`config.mk`:
```
export PLATFORM = sky130hd
export DESIGN_NAME = hcmd_commit_unit
export DESIGN_NICKNAME = d
export VERILOG_FILES = /design/src/rtl/hcmd_pkg.sv /design/src/rtl/hcmd_regs.sv /design/src/rtl/hcmd_commit.sv /design/src/rtl/hcmd_irq.sv /design/src/rtl/hcmd_commit_unit.sv
export SDC_FILE = /design/constraint.sdc
export NUM_CORES = 1
export LEC_CHECK = 0
export ABC_AREA = 1
export BUFFER_PORTS_ARGS = -buffer_cell sky130_fd_sc_hd__buf_2
export CAP_MARGIN = 20
export CORE_MARGIN = 5
export CORE_UTILIZATION = 50
export CTS_CLUSTER_SIZE = 25
export DETAILED_ROUTE_END_ITERATION = 7
export PLACE_DENSITY = 0.71
export SLEW_MARGIN = 20
export SYNTH_ARGS = -nofsm -noshare
export SYNTH_HDL_FRONTEND = slang
export SYNTH_SLANG_ARGS = --single-unit
```
`constraint.sdc`:
```
create_clock -name clk -period 2.7 [get_ports clk]
set_input_delay 0.405 -clock clk [delete_from_list [all_inputs] [get_ports clk]]
set_output_delay 0.405 -clock clk [all_outputs]
set_load 0.005 [all_outputs]
```
`src/rtl/hcmd_pkg.sv`:
```
package hcmd_pkg;
    localparam int WORD_W       = 32;
    localparam int NUM_GRP      = 9;
    localparam int GRP_AW       = $clog2(NUM_GRP);
    localparam int LAST_CMD_REG = 5;
    localparam int FIRST_CLK_REG = 6;
    localparam int ADR_IRQ      = 9;
    localparam int START_BIT    = 31;
    localparam int HOLD_BIT     = 29;
    localparam int BOOT_DIS_BIT = 26;
    localparam int BOOT_EN_BIT  = 24;
    localparam int CLK_ONLY_BIT = 21;
    localparam int IRQ_W        = 3;
    localparam int IRQ_DONE     = 0;
    localparam int IRQ_LOCK     = 1;
    localparam int IRQ_BOOT     = 2;

    typedef enum logic {HS_IDLE, HS_REQ} hs_state_e;
endpackage

```
`src/rtl/hcmd_regs.sv`:
```
module hcmd_regs
    import hcmd_pkg::*;
#(
    parameter int ADDR_W = 4
) (
    input  logic                                clk,
    input  logic                                rst_n,
    input  logic                                wr_en,
    input  logic [ADDR_W-1:0]                   wr_addr,
    input  logic [WORD_W-1:0]                   wr_data,
    input  logic                                take_i,
    output logic [NUM_GRP-1:0][WORD_W-1:0]      grp_o,
    output logic                                start_o,
    output logic                                lock_err_o,
    output logic                                boot_err_o
);
    typedef struct packed {
        logic [NUM_GRP-1:0][WORD_W-1:0] grp;
    } regs_t;

    regs_t regs_d, regs_q;
    logic  in_grp;
    logic  bad_boot;
    logic [GRP_AW-1:0] idx;

    assign idx      = wr_addr[GRP_AW-1:0];
    assign in_grp   = int'(wr_addr) < NUM_GRP;
    assign bad_boot = wr_data[START_BIT] && wr_data[BOOT_EN_BIT] && wr_data[BOOT_DIS_BIT];

    always_comb begin
        regs_d     = regs_q;
        lock_err_o = 1'b0;
        boot_err_o = 1'b0;
        if (take_i) begin
            regs_d.grp[0][START_BIT] = 1'b0;
        end
        if (wr_en && in_grp) begin
            if (regs_q.grp[0][START_BIT]) begin
                lock_err_o = 1'b1;
            end else if (idx == '0 && bad_boot) begin
                regs_d.grp[0]            = wr_data;
                regs_d.grp[0][START_BIT] = 1'b0;
                boot_err_o               = 1'b1;
            end else begin
                regs_d.grp[idx] = wr_data;
            end
        end
    end

    always_ff @(posedge clk or negedge rst_n) begin
        if (!rst_n) begin
            regs_q                   <= '0;
            regs_q.grp[0][HOLD_BIT]  <= 1'b1;
        end else begin
            regs_q <= regs_d;
        end
    end

    assign grp_o   = regs_q.grp;
    assign start_o = regs_q.grp[0][START_BIT];

    assert_boot_refused_R9: assert property (@(posedge clk) disable iff (!rst_n)
        (wr_en && wr_addr == '0 && !start_o && bad_boot) |=> !start_o);

    assert_locked_bank_R6: assert property (@(posedge clk) disable iff (!rst_n)
        (wr_en && in_grp && start_o && !take_i) |=> (grp_o == $past(grp_o)));
endmodule

```
`src/rtl/hcmd_commit.sv`:
```
module hcmd_commit
    import hcmd_pkg::*;
(
    input  logic                                clk,
    input  logic                                rst_n,
    input  logic                                start_i,
    input  logic [NUM_GRP-1:0][WORD_W-1:0]      grp_i,
    input  logic                                ack_i,
    input  logic                                done_i,
    output logic                                req_o,
    output logic                                clk_only_o,
    output logic                                take_o,
    output logic                                done_evt_o,
    output logic [NUM_GRP-1:0][WORD_W-1:0]      card_o
);
    typedef struct packed {
        hs_state_e                      st;
        logic                           clk_only;
        logic                           busy;
        logic [NUM_GRP-1:0][WORD_W-1:0] shadow;
    } hs_t;

    hs_t hs_d, hs_q;

    always_comb begin
        hs_d       = hs_q;
        take_o     = 1'b0;
        done_evt_o = 1'b0;
        if (done_i && hs_q.busy) begin
            done_evt_o = 1'b1;
            hs_d.busy  = 1'b0;
        end
        case (hs_q.st)
            HS_IDLE: begin
                if (start_i) begin
                    hs_d.st       = HS_REQ;
                    hs_d.clk_only = grp_i[0][CLK_ONLY_BIT];
                end
            end
            HS_REQ: begin
                if (ack_i) begin
                    take_o  = 1'b1;
                    hs_d.st = HS_IDLE;
                    for (int i = 0; i < NUM_GRP; i++) begin
                        if (hs_q.clk_only ? (i >= FIRST_CLK_REG) : (i <= LAST_CMD_REG)) begin
                            hs_d.shadow[i] = grp_i[i];
                        end
                    end
                    if (!hs_q.clk_only) begin
                        hs_d.busy = 1'b1;
                    end
                end
            end
            default: hs_d.st = HS_IDLE;
        endcase
    end

    always_ff @(posedge clk or negedge rst_n) begin
        if (!rst_n) begin
            hs_q                      <= '0;
            hs_q.st                   <= HS_IDLE;
            hs_q.shadow[0][HOLD_BIT]  <= 1'b1;
        end else begin
            hs_q <= hs_d;
        end
    end

    assign req_o      = (hs_q.st == HS_REQ);
    assign clk_only_o = hs_q.clk_only;
    assign card_o     = hs_q.shadow;

    assert_req_held_R2: assert property (@(posedge clk) disable iff (!rst_n)
        (req_o && !ack_i) |=> (req_o && $stable(clk_only_o)));

    assert_req_drops_R3: assert property (@(posedge clk) disable iff (!rst_n)
        take_o |=> !req_o);

    assert_clk_only_keeps_cmd_R5: assert property (@(posedge clk) disable iff (!rst_n)
        (take_o && clk_only_o) |=> $stable(card_o[0]));

    assert_normal_keeps_clk_R4: assert property (@(posedge clk) disable iff (!rst_n)
        (take_o && !clk_only_o) |=> $stable(card_o[FIRST_CLK_REG]));
endmodule

```
`src/rtl/hcmd_irq.sv`:
```
module hcmd_irq
    import hcmd_pkg::*;
#(
    parameter int ADDR_W = 4
) (
    input  logic              clk,
    input  logic              rst_n,
    input  logic              wr_en,
    input  logic [ADDR_W-1:0] wr_addr,
    input  logic [IRQ_W-1:0]  wr_bits,
    input  logic              done_evt_i,
    input  logic              lock_evt_i,
    input  logic              boot_evt_i,
    output logic [IRQ_W-1:0]  raw_o
);
    typedef struct packed {
        logic [IRQ_W-1:0] raw;
    } irq_t;

    irq_t irq_d, irq_q;
    logic [IRQ_W-1:0] set_vec;

    always_comb begin
        set_vec           = '0;
        set_vec[IRQ_DONE] = done_evt_i;
        set_vec[IRQ_LOCK] = lock_evt_i;
        set_vec[IRQ_BOOT] = boot_evt_i;
        irq_d = irq_q;
        if (wr_en && int'(wr_addr) == ADR_IRQ) begin
            irq_d.raw = irq_d.raw & ~wr_bits;
        end
        irq_d.raw = irq_d.raw | set_vec;
    end

    always_ff @(posedge clk or negedge rst_n) begin
        if (!rst_n) begin
            irq_q <= '0;
        end else begin
            irq_q <= irq_d;
        end
    end

    assign raw_o = irq_q.raw;

    assert_done_source_R7: assert property (@(posedge clk) disable iff (!rst_n)
        $rose(raw_o[IRQ_DONE]) |-> $past(done_evt_i));

    assert_lock_source_R6: assert property (@(posedge clk) disable iff (!rst_n)
        $rose(raw_o[IRQ_LOCK]) |-> $past(lock_evt_i));
endmodule

```
`src/rtl/hcmd_commit_unit.sv`:
```
module hcmd_commit_unit
    import hcmd_pkg::*;
#(
    parameter int ADDR_W = 4
) (
    input  logic              clk,
    input  logic              rst_n,
    input  logic              wr_en_i,
    input  logic [ADDR_W-1:0] wr_addr_i,
    input  logic [31:0]       wr_data_i,
    output logic [31:0]       cmd_word_o,
    output logic              req_o,
    output logic              req_clk_only_o,
    input  logic              ack_i,
    input  logic              done_i,
    output logic [31:0]       card_cmd_o,
    output logic [31:0]       card_arg_o,
    output logic [31:0]       card_tmout_o,
    output logic [31:0]       card_ctype_o,
    output logic [31:0]       card_blksiz_o,
    output logic [31:0]       card_bytcnt_o,
    output logic [31:0]       card_clkdiv_o,
    output logic [31:0]       card_clksrc_o,
    output logic [31:0]       card_clkena_o,
    output logic [2:0]        irq_raw_o
);
    logic [NUM_GRP-1:0][WORD_W-1:0] grp;
    logic [NUM_GRP-1:0][WORD_W-1:0] card;
    logic start, take, lock_evt, boot_evt, done_evt;

    hcmd_regs #(.ADDR_W(ADDR_W)) u_regs (
        .clk(clk), .rst_n(rst_n), .wr_en(wr_en_i), .wr_addr(wr_addr_i),
        .wr_data(wr_data_i), .take_i(take), .grp_o(grp), .start_o(start),
        .lock_err_o(lock_evt), .boot_err_o(boot_evt)
    );

    hcmd_commit u_commit (
        .clk(clk), .rst_n(rst_n), .start_i(start), .grp_i(grp), .ack_i(ack_i),
        .done_i(done_i), .req_o(req_o), .clk_only_o(req_clk_only_o),
        .take_o(take), .done_evt_o(done_evt), .card_o(card)
    );

    hcmd_irq #(.ADDR_W(ADDR_W)) u_irq (
        .clk(clk), .rst_n(rst_n), .wr_en(wr_en_i), .wr_addr(wr_addr_i),
        .wr_bits(wr_data_i[IRQ_W-1:0]), .done_evt_i(done_evt),
        .lock_evt_i(lock_evt), .boot_evt_i(boot_evt), .raw_o(irq_raw_o)
    );

    assign cmd_word_o    = grp[0];
    assign card_cmd_o    = card[0];
    assign card_arg_o    = card[1];
    assign card_tmout_o  = card[2];
    assign card_ctype_o  = card[3];
    assign card_blksiz_o = card[4];
    assign card_bytcnt_o = card[5];
    assign card_clkdiv_o = card[6];
    assign card_clksrc_o = card[7];
    assign card_clkena_o = card[8];

    assert_start_clears_R3: assert property (@(posedge clk) disable iff (!rst_n)
        (req_o && ack_i) |=> !cmd_word_o[START_BIT]);

    assert_req_needs_start_R2: assert property (@(posedge clk) disable iff (!rst_n)
        req_o |-> cmd_word_o[START_BIT]);
endmodule

```
# --- Word-level counts from Yosys, hierarchy flattened ---
# Index checks and enable logic that the tools add are counted.
totals:
  register_bits: 582
  inputBits: 41
op_classes:
  n_lt_le_gt_ge: 3
  eq_ne: 1
  n_mux: 33
  n_bitwise: 7
  reduce_logical: 13
op_table:
  columns: ["operator", "n"]
  rows:
  - ["$mux W289", 2]
  - ["$mux W32", 13]
  - ["$bwmux W288", 1]
  - ["$demux W32 S4", 1]
  - ["$mux W1", 13]
  - ["$reduce_and A3 Y1", 3]
  - ["$logic_and A1 B1 Y1", 7]
  - ["$lt A4 B5 Y1 const B", 1]
  - ["$eq A4 B4 Y1 const B", 1]
  - ["$ge A4 B1 Y1 const B", 1]
  - ["$logic_not A4 Y1", 1]
  - ["$lt A4 B4 Y1 const B", 1]
  - ["$not A1 Y1", 4]
  - ["$reduce_and A2 Y1", 2]
  - ["$and A3 B3 Y3", 1]
  - ["$mux W3", 1]
  - ["$not A3 Y3", 1]
  - ["$or A3 B3 Y3", 1]
  - ["$mux W2", 1]
  - ["$pmux W1 S2", 1]

# --- Logic depth before layout (Yosys ltp) ---
# Gate-level depths: netlist (run 1).
logic_depth:
  word_depth: 8
  mapped_depth: 9

# --- Hierarchy ---
# Synthesis (run 1) repeated with hierarchy kept, for this count alone.
unflattened:
  hier_cells: 2957
  area_unflattened_um2: 26290.2
modules_own_cells:
  columns: ["mod", "n_inst", "cells_per_inst", "area_each_um2", "seq_area_each_um2"]
  rows:
  - ["hcmd_commit", 1, 1585, 14067.2, 7283.2]
  - ["hcmd_regs", 1, 1341, 12034.0, 7208.2]
  - ["hcmd_irq", 1, 31, 188.9, 75.1]

# --- Worst setup path before layout (run 1) ---
# No wires, ideal clock.
synth_path:
  kind: "reg-to-reg"
  from: "reg u_commit.hs_q, in the netlist u_commit.req_o"
  to: "reg u_commit.hs_q, in the netlist u_commit.card_o[48]"
  setup_ns: 0.125
  arrival_time_ns: 1.450
  path_slack_ns: 1.126
  path_stages_with_launch: 7
  path_buffers: 3
  period_less_slack_ns: 1.574
  cell_sequence: "dfrtp_1 > nand2_1 > or2_1 > clkbuf_1 > buf_2 > buf_2 > mux2_2"
synth_between:
  elab_chain_len: 1
synth_rtl:
  columns: ["item", "line", "text"]
  rows:
  - ["start: declaration", "hcmd_commit.sv:23", "hs_t hs_d, hs_q;"]
  - ["start signal: assignment", "hcmd_commit.sv:64", "hs_q <= hs_d;"]
  - ["$reduce_and A3 Y1 (no line)", null, null]
# Every way passes these cells.
# A chain may end at the register's enable or synchronous reset.

# --- Worst setup path after layout (run 1) ---
layout_path:
  from: "reg u_commit.hs_q, in the netlist u_commit.req_o"
  to: "reg u_commit.hs_q, in the netlist u_commit.card_o[78]"
# Same word-level chain as after synthesis.

==> flow_metrics.py, run 1 <==
metrics = {
    "final_layout": {
        "layout.cells.non_filler": 2999,
        "nets": 2323,
        "fin_area_sq_mm": 0.0275,
        "area_growth_pct": 8.40,
        "drive_above_1_share_pct": 34.4,
    },
    "global_route": {
        "grt_first_pass_wirelength_um": 107000,
        "grt_max_degree": 97,
        "track_usage_pct": 24.9,
        "grt_pass1_vias": 16600,
        "antenna_found_initial": 6,
        "overflow": 0,
    },
    "place": {
        "place.port_buffers": 365,
        "postPlaceCellArea_sq_mm": 0.0255,
        "place.gp.congestion": 0.775,
        "place_inst": 2892,
        "dp_slack_ps": 506,
        "post-dp-hpwl_um": 44400,
    },
    "timing": {
        "hold_viol_final": 0,
        "fmax_mhz": 522,
        "skew_ps": 11.4,
        "setup_viol": 0,
        "fin_tns_setup_ps": 0,
        "rsz0062_at_grt": "no",
        "maxSlewHeadroom_pct": 57.3,
        "maxSlewViolCount": 0,
        "worst_pin_slew_ps": 641,
        "finalCriticalPeriod_ps": 1920,
        "post-route-period-util_pct": 70.9,
        "setup_ws_ps": 785,
    },
    "power": {
        "power_mw": 26.7,
        "vdd_ir_drop_max_mv": 0.554,
        "powerDensity_mw_per_mm2": 969,
        "p_leak_nw": 14.9,
    },
    "floorplan": {
        "dieArea_sq_mm": 0.0554,
        "num_rows": 82,
        "pin_count": 366,
        "die_h_um": 235,
        "coreArea_sq_mm": 0.0502,
        "initial_core_util_pct": 50.6,
        "die_w_um": 235,
    },
    "clocking": {
        "htree_levels": 2,
        "ctsHoldBuffers": 2,
        "path_clk_slew_ps": 60,
        "clock_latency_ps": 600,
        "clock_path_buffers": 3,
        "cts_root_buf": "clkbuf_16",
        "cts_resized": 0,
        "cts_setup_buffers": 0,
        "clkSinkCount": 582,
        "cts_tree": "built",
        "cts_inserted_buffers": 58,
    },
    "routing": {
        "post_drt_via_cell_ratio": 5.61,
        "wl_per_cell_um": 23.4,
        "drt_iter0_markers": 1601,
        "drc": 0,
        "vias": 16800,
        "ant_nets": 0,
        "drt_pass1_iterations": 5,
        "routed_wl_um": 70300,
    },
    "critical_path": {
        "required_ps": 3190,
        "cp_cell_sequence": "nand2_1, or2_4, buf_12, mux2_1",
        "path_class": "flop to flop",
        "critPathMaxFanout": 47,
        "crit_path_start_kind": "flop",
        "crit_path_end_kind": "flop",
        "max_stage_delay_ps": 480,
        "arrival_ps": 2400,
        "crit_slowest_cell": "or2_4",
    },
    "synth": {
        "ys_types": 24,
        "ys_warn_count": 0,
        "synth_area_per_cell_sq_um": 11.1,
        "syn_nets": 2339,
        "synth_most_common_cell": "nand2_1",
        "synth_top_cell_area_share_pct": 57.1,
        "syn-cell-area_sq_mm": 0.0254,
        "yosysSeqAreaShare_pct": 57.3,
        "synth-seq-cells": 582,
        "synth_edf_count": 0,
        "synth.area.top_cells": "dfrtp_1 (57%), mux2_2 (12%), buf_4 (9.9%), nand2_1 (8.7%), nand4_1 (7.1%)",
        "syn-instance-count": 2298,
        "async_flop_share_pct": 100,
        "yosysTopAreaCell": "dfrtp_1",
        "synth-main-ff-cell": "dfrtp_1",
        "synth_common_cells": "nand2_1 (591), dfrtp_1 (580), buf_4 (335), nand4_1 (288), mux2_2 (260)",
    },
    "job": {
        "cap_violations": 0,
    },
    "min_path": {
        "hp-class": "primary input to flop",
    },
    "status": {
        "status": "complete, no violations",
    },
}
-- critical path: cells and delay by family, from the launching register on --
kind / cells / cell delay [ps]
AND/OR/NAND/NOR: 2 / 600
flip-flops: 1 / 430
multiplexers: 1 / 380
buffers and inverters: 1 / 330
-- layout by cell type (no fill, tap or decap) --
master         count
nand3_1            7
dlygate4sd3_1      2
nand3_2            7
buf_4             42
inv_2              2
or2_4              1
nor2_4             1
clkbuf_16         61
nand3_4            1
nor2_1             2
nand4_1          288
dfrtp_1          580
clkinv_1           1
clkinv_4           1
dfstp_2            2
bufinv_16          5
buf_12            18
buf_8              1
diode_2            1
mux2_1            26
a22o_1             1
o21ai_0            5
clkinv_2           7
inv_1              9
clkbuf_8          17
nor3_4             4
nor2_2             6
clkbuf_1          13
mux2_2           260
nand2_1          591
a21oi_4            1
buf_2            364
-- worst paths after layout --
| kind | depth (start not counted) | to | slack, ps | from |
|---|---|---|---|---|
| min in group asynchronous | 2 | u_commit.card_o[252] | 350 | rst_n |
| min reg2reg | 2 | u_regs.grp_o[190] | 470 | u_regs.grp_o[190] |
| min | 2 | u_commit.req_o | 90 | ack_i |
| max in group asynchronous | 4 | u_commit.card_o[139] | 1400 | rst_n |
| max reg2reg | 4 | u_commit.card_o[78] | 780 | u_commit.req_o |
| max | 4 | u_commit.card_o[78] | 780 | u_commit.req_o |
-- cell families (layout without fill, tap and decap cells) --
kind of cell    after synthesis  in the layout  share of synthesized area, %
flops                       582            582                          57.3
buf+inv                     515            543                          13.2
other cells                   0              1                             0
compound gates                7              7                         0.167
mux                         286            286                          12.7
simple gates                908            908                          16.6
-- sequential cells by signal (all words and copies together), names as in the netlist --
signal and flops:
u_commit.card_o 288, u_commit.clk_only_o 1, u_commit.hs_q 1, u_commit.req_o 1, u_irq.raw_o 3, u_regs.grp_o 288
-- routing by layer --
layer,vias up,wire length [um],GRT usage (%)
met2,733,33200,39.2
met1,8538,28300,34.1
met3,169,5960,5.89
met4,8,2830,9.20
met5,-,50,0
li1,7375,-,-
-- final cells by class --
class | instances | area, sq um
fill | 4188 | 22600
sequential | 582 | 14600
clock inverter | 13 | 194
tap | 672 | 841
antenna | 1 | 2.50
multi-input combinational | 1201 | 7540
clock buffer | 91 | 1810
inverter | 12 | 45.0
timing repair buffer | 427 | 2530
-- where the power goes --
part	switching [mW]	internal [mW]	leakage, nW
Sequential	1.52	11.1	7.63
Combinational	2.91	2.79	6.29
Clock	3.34	5.04	0.991
-- stage by stage --
step / utilization [%] / hold slack [ps]
after detailed placement: 50.8 / 396
after floorplan: - / 109
after CTS: 54.9 / 31.9
final: 54.9 / 88.5
after global routing: 54.9 / 60.5
after global placement: 50.8 / 397
No activity file was read; power rests on OpenSTA's default activity.
==> inputs of run 2 (changes only) <==
- ABC_AREA: 1 -> 0
- PLACE_DENSITY: 0.71 -> 0.74
- clock period: 2.7 -> 1.55 ns (I/O delays scaled with it)
==> flow_metrics.py, run 2 <==
metrics = {
    "global_route": {
        "track_usage_pct": 20.5,
        "antenna_found_initial": 0,
        "grt_first_pass_wirelength_um": 84600,
        "overflow": 0,
        "grt_pass1_vias": 13800,
        "grt_max_degree": 73,
    },
    "clocking": {
        "clock_latency_ps": 600,
        "clkSinkCount": 582,
        "cts_tree": "built",
        "path_clk_slew_ps": 60,
        "cts_root_buf": "clkbuf_16",
        "cts_inserted_buffers": 58,
        "clock_path_buffers": 3,
        "htree_levels": 2,
    },
    "synth": {
        "syn-cell-area_sq_mm": 0.0242,
        "ys_warn_count": 0,
        "synth_top_cell_area_share_pct": 60.1,
        "synth-main-ff-cell": "dfrtp_1",
        "synth_common_cells": "dfrtp_1 (580), mux2_2 (535), buf_4 (320), buf_2 (46), mux2_4 (30)",
        "syn-instance-count": 1580,
        "synth_most_common_cell": "dfrtp_1",
        "ys_types": 27,
        "yosysTopAreaCell": "dfrtp_1",
        "synth_edf_count": 0,
        "async_flop_share_pct": 100,
        "synth.area.top_cells": "dfrtp_1 (60%), mux2_2 (25%), buf_4 (9.9%), mux2_4 (1.9%), buf_2 (0.95%)",
        "synth_area_per_cell_sq_um": 15.3,
        "syn_nets": 1621,
        "synth-seq-cells": 582,
        "yosysSeqAreaShare_pct": 60.3,
    },
    "timing": {
        "finalCriticalPeriod_ps": 1660,
        "fin_tns_setup_ps": -12880,
        "maxSlewHeadroom_pct": 53.9,
        "worst_pin_slew_ps": 689,
        "setup_viol": 309,
        "hold_viol_final": 0,
        "post-route-period-util_pct": 107,
        "maxSlewViolCount": 0,
        "fmax_mhz": 603,
        "skew_ps": 18.7,
        "timing.hold.ws_ps": 46.0,
        "rsz0062_at_grt": "yes",
        "setup_ws_ps": -107,
    },
    "place": {
        "place.gp.congestion": 0.810,
        "place_inst": 2251,
        "place.port_buffers": 365,
        "postPlaceCellArea_sq_mm": 0.0251,
        "dp_slack_ps": -122,
        "post-dp-hpwl_um": 36800,
    },
    "routing": {
        "drc": 0,
        "vias": 12400,
        "routed_wl_um": 56400,
        "wl_per_cell_um": 23.8,
        "drt_iter0_markers": 539,
        "post_drt_via_cell_ratio": 5.24,
        "ant_nets": 0,
        "drt_pass1_iterations": 4,
    },
    "critical_path": {
        "critPathTopFamily": "simple AND/OR/NAND/NOR gates",
        "critPathBufInv": 1,
        "crit_path_start_kind": "flop",
        "crit_path_end_kind": "flop",
        "required_ps": 2020,
        "arrival_ps": 2130,
        "crit_slowest_cell": "dfrtp_2",
        "cp_cell_sequence": "and4bb_4, and3_4, buf_12, mux2_4",
        "max_stage_delay_ps": 430,
        "critPathMaxFanout": 11,
        "path_class": "flop to flop",
    },
    "final_layout": {
        "area_growth_pct": 14.4,
        "n_fill_cell": 3644,
        "drive_above_1_share_pct": 64.3,
        "antenna_cells": 0,
        "fin_area_sq_mm": 0.0276,
        "final_util_pct": 57.9,
        "layout.cells.non_filler": 2373,
        "final_common_cell": "dfrtp_1",
        "final_cell_mix": "dfrtp_1 (579), mux2_2 (513), buf_2 (361), clkbuf_16 (70), mux2_4 (53)",
        "nets": 1760,
    },
    "floorplan": {
        "coreArea_sq_mm": 0.0477,
        "num_rows": 80,
        "initial_core_util_pct": 50.6,
        "pin_count": 366,
        "die_w_um": 230,
        "dieArea_sq_mm": 0.0528,
        "die_h_um": 230,
    },
    "status": {
        "violations": "negative setup slack",
        "status": "finished, violations left",
    },
    "min_path": {
        "hp-class": "primary input to flop",
    },
    "power": {
        "pwr-share-clk_pct": 27.1,
        "switchingPower_mw": 13.9,
        "pwr-share-comb_pct": 25.9,
        "powerDensity_mw_per_mm2": 1830,
        "p_seq_share_pct": 47.0,
        "vdd_ir_drop_max_mv": 0.973,
        "sw_frac_of_total_pct": 27.6,
        "p_leak_nw": 13.6,
        "power_mw": 50.5,
        "p_int_mw": 36.6,
    },
    "job": {
        "cap_violations": 0,
    },
}
==> run 2: path summary, 6_finish.rpt <==
check,start,endpoint,slack [ps],depth (start not counted)
max in group asynchronous,rst_n,u_commit.card_o[71],660,4
hold reg to reg,u_commit.card_o[20],u_commit.card_o[20],490,1
hold / removal,wr_data_i[23],u_regs.grp_o[279],50,2
setup / recovery,u_regs.grp_o[31],u_regs.grp_o[243],-110,4
min in group asynchronous,rst_n,u_commit.card_o[60],120,2
setup reg to reg,u_regs.grp_o[31],u_regs.grp_o[243],-110,4
==> run 2: repair_timing <==
item | in CTS | in global routing
buffers inserted | 0 | 6
resized for setup | 18 | 30
pin swaps | 0 | 2
hold endpoints to repair | 265 | 0
gates cloned | 3 | 11
hold buffers | 3 | 0
endpoints found under the setup margin | 165 | 268
==> run 2: routing by layer <==
metal | part of all wire (%) | wire [um] | global-route usage, % | vias to the layer above
met5 | 0 | 0 | 0 | -
met4 | 2.6 | 1460 | 5.90 | 0
met3 | 6.1 | 3430 | 5.58 | 94
met2 | 49 | 27500 | 34.0 | 314
met1 | 43 | 24000 | 26.9 | 6620
li1 | - | - | - | 5401
==> run 2: power by group through the flow <==
stage / clock [mW] / combinational, mW / sequential (mW)
floorplan: 0 / 11.6 / 22.7
global placement: 0 / 12.2 / 23.7
detailed placement: 0 / 12.6 / 24.0
CTS: 14.0 / 12.8 / 23.8
global route: 14.6 / 14.2 / 24.3
finish: 13.7 / 13.1 / 23.8
==> run 2: final cells by class <==
class / count / area, sq um / share of cell area (%)
Inverter: 1 / 3.75 / 0.0136
Clock inverter: 17 / 198 / 0.716
Tap cell: 615 / 769 / 2.79
Multi-Input combinational cell: 610 / 7000 / 25.3
Clock buffer: 82 / 1650 / 5.98
Sequential cell: 582 / 14600 / 52.7
Timing Repair Buffer: 466 / 3440 / 12.5
==> run 2: kinds of logic (layout without fill, tap and decap cells) <==
family	Yosys count	count (layout)	share of synthesized area, %
compound gates	7	7	0.218
simple gates	27	27	0.679
buf+inv	388	566	11.5
mux	576	576	27.3
flops	582	582	60.3
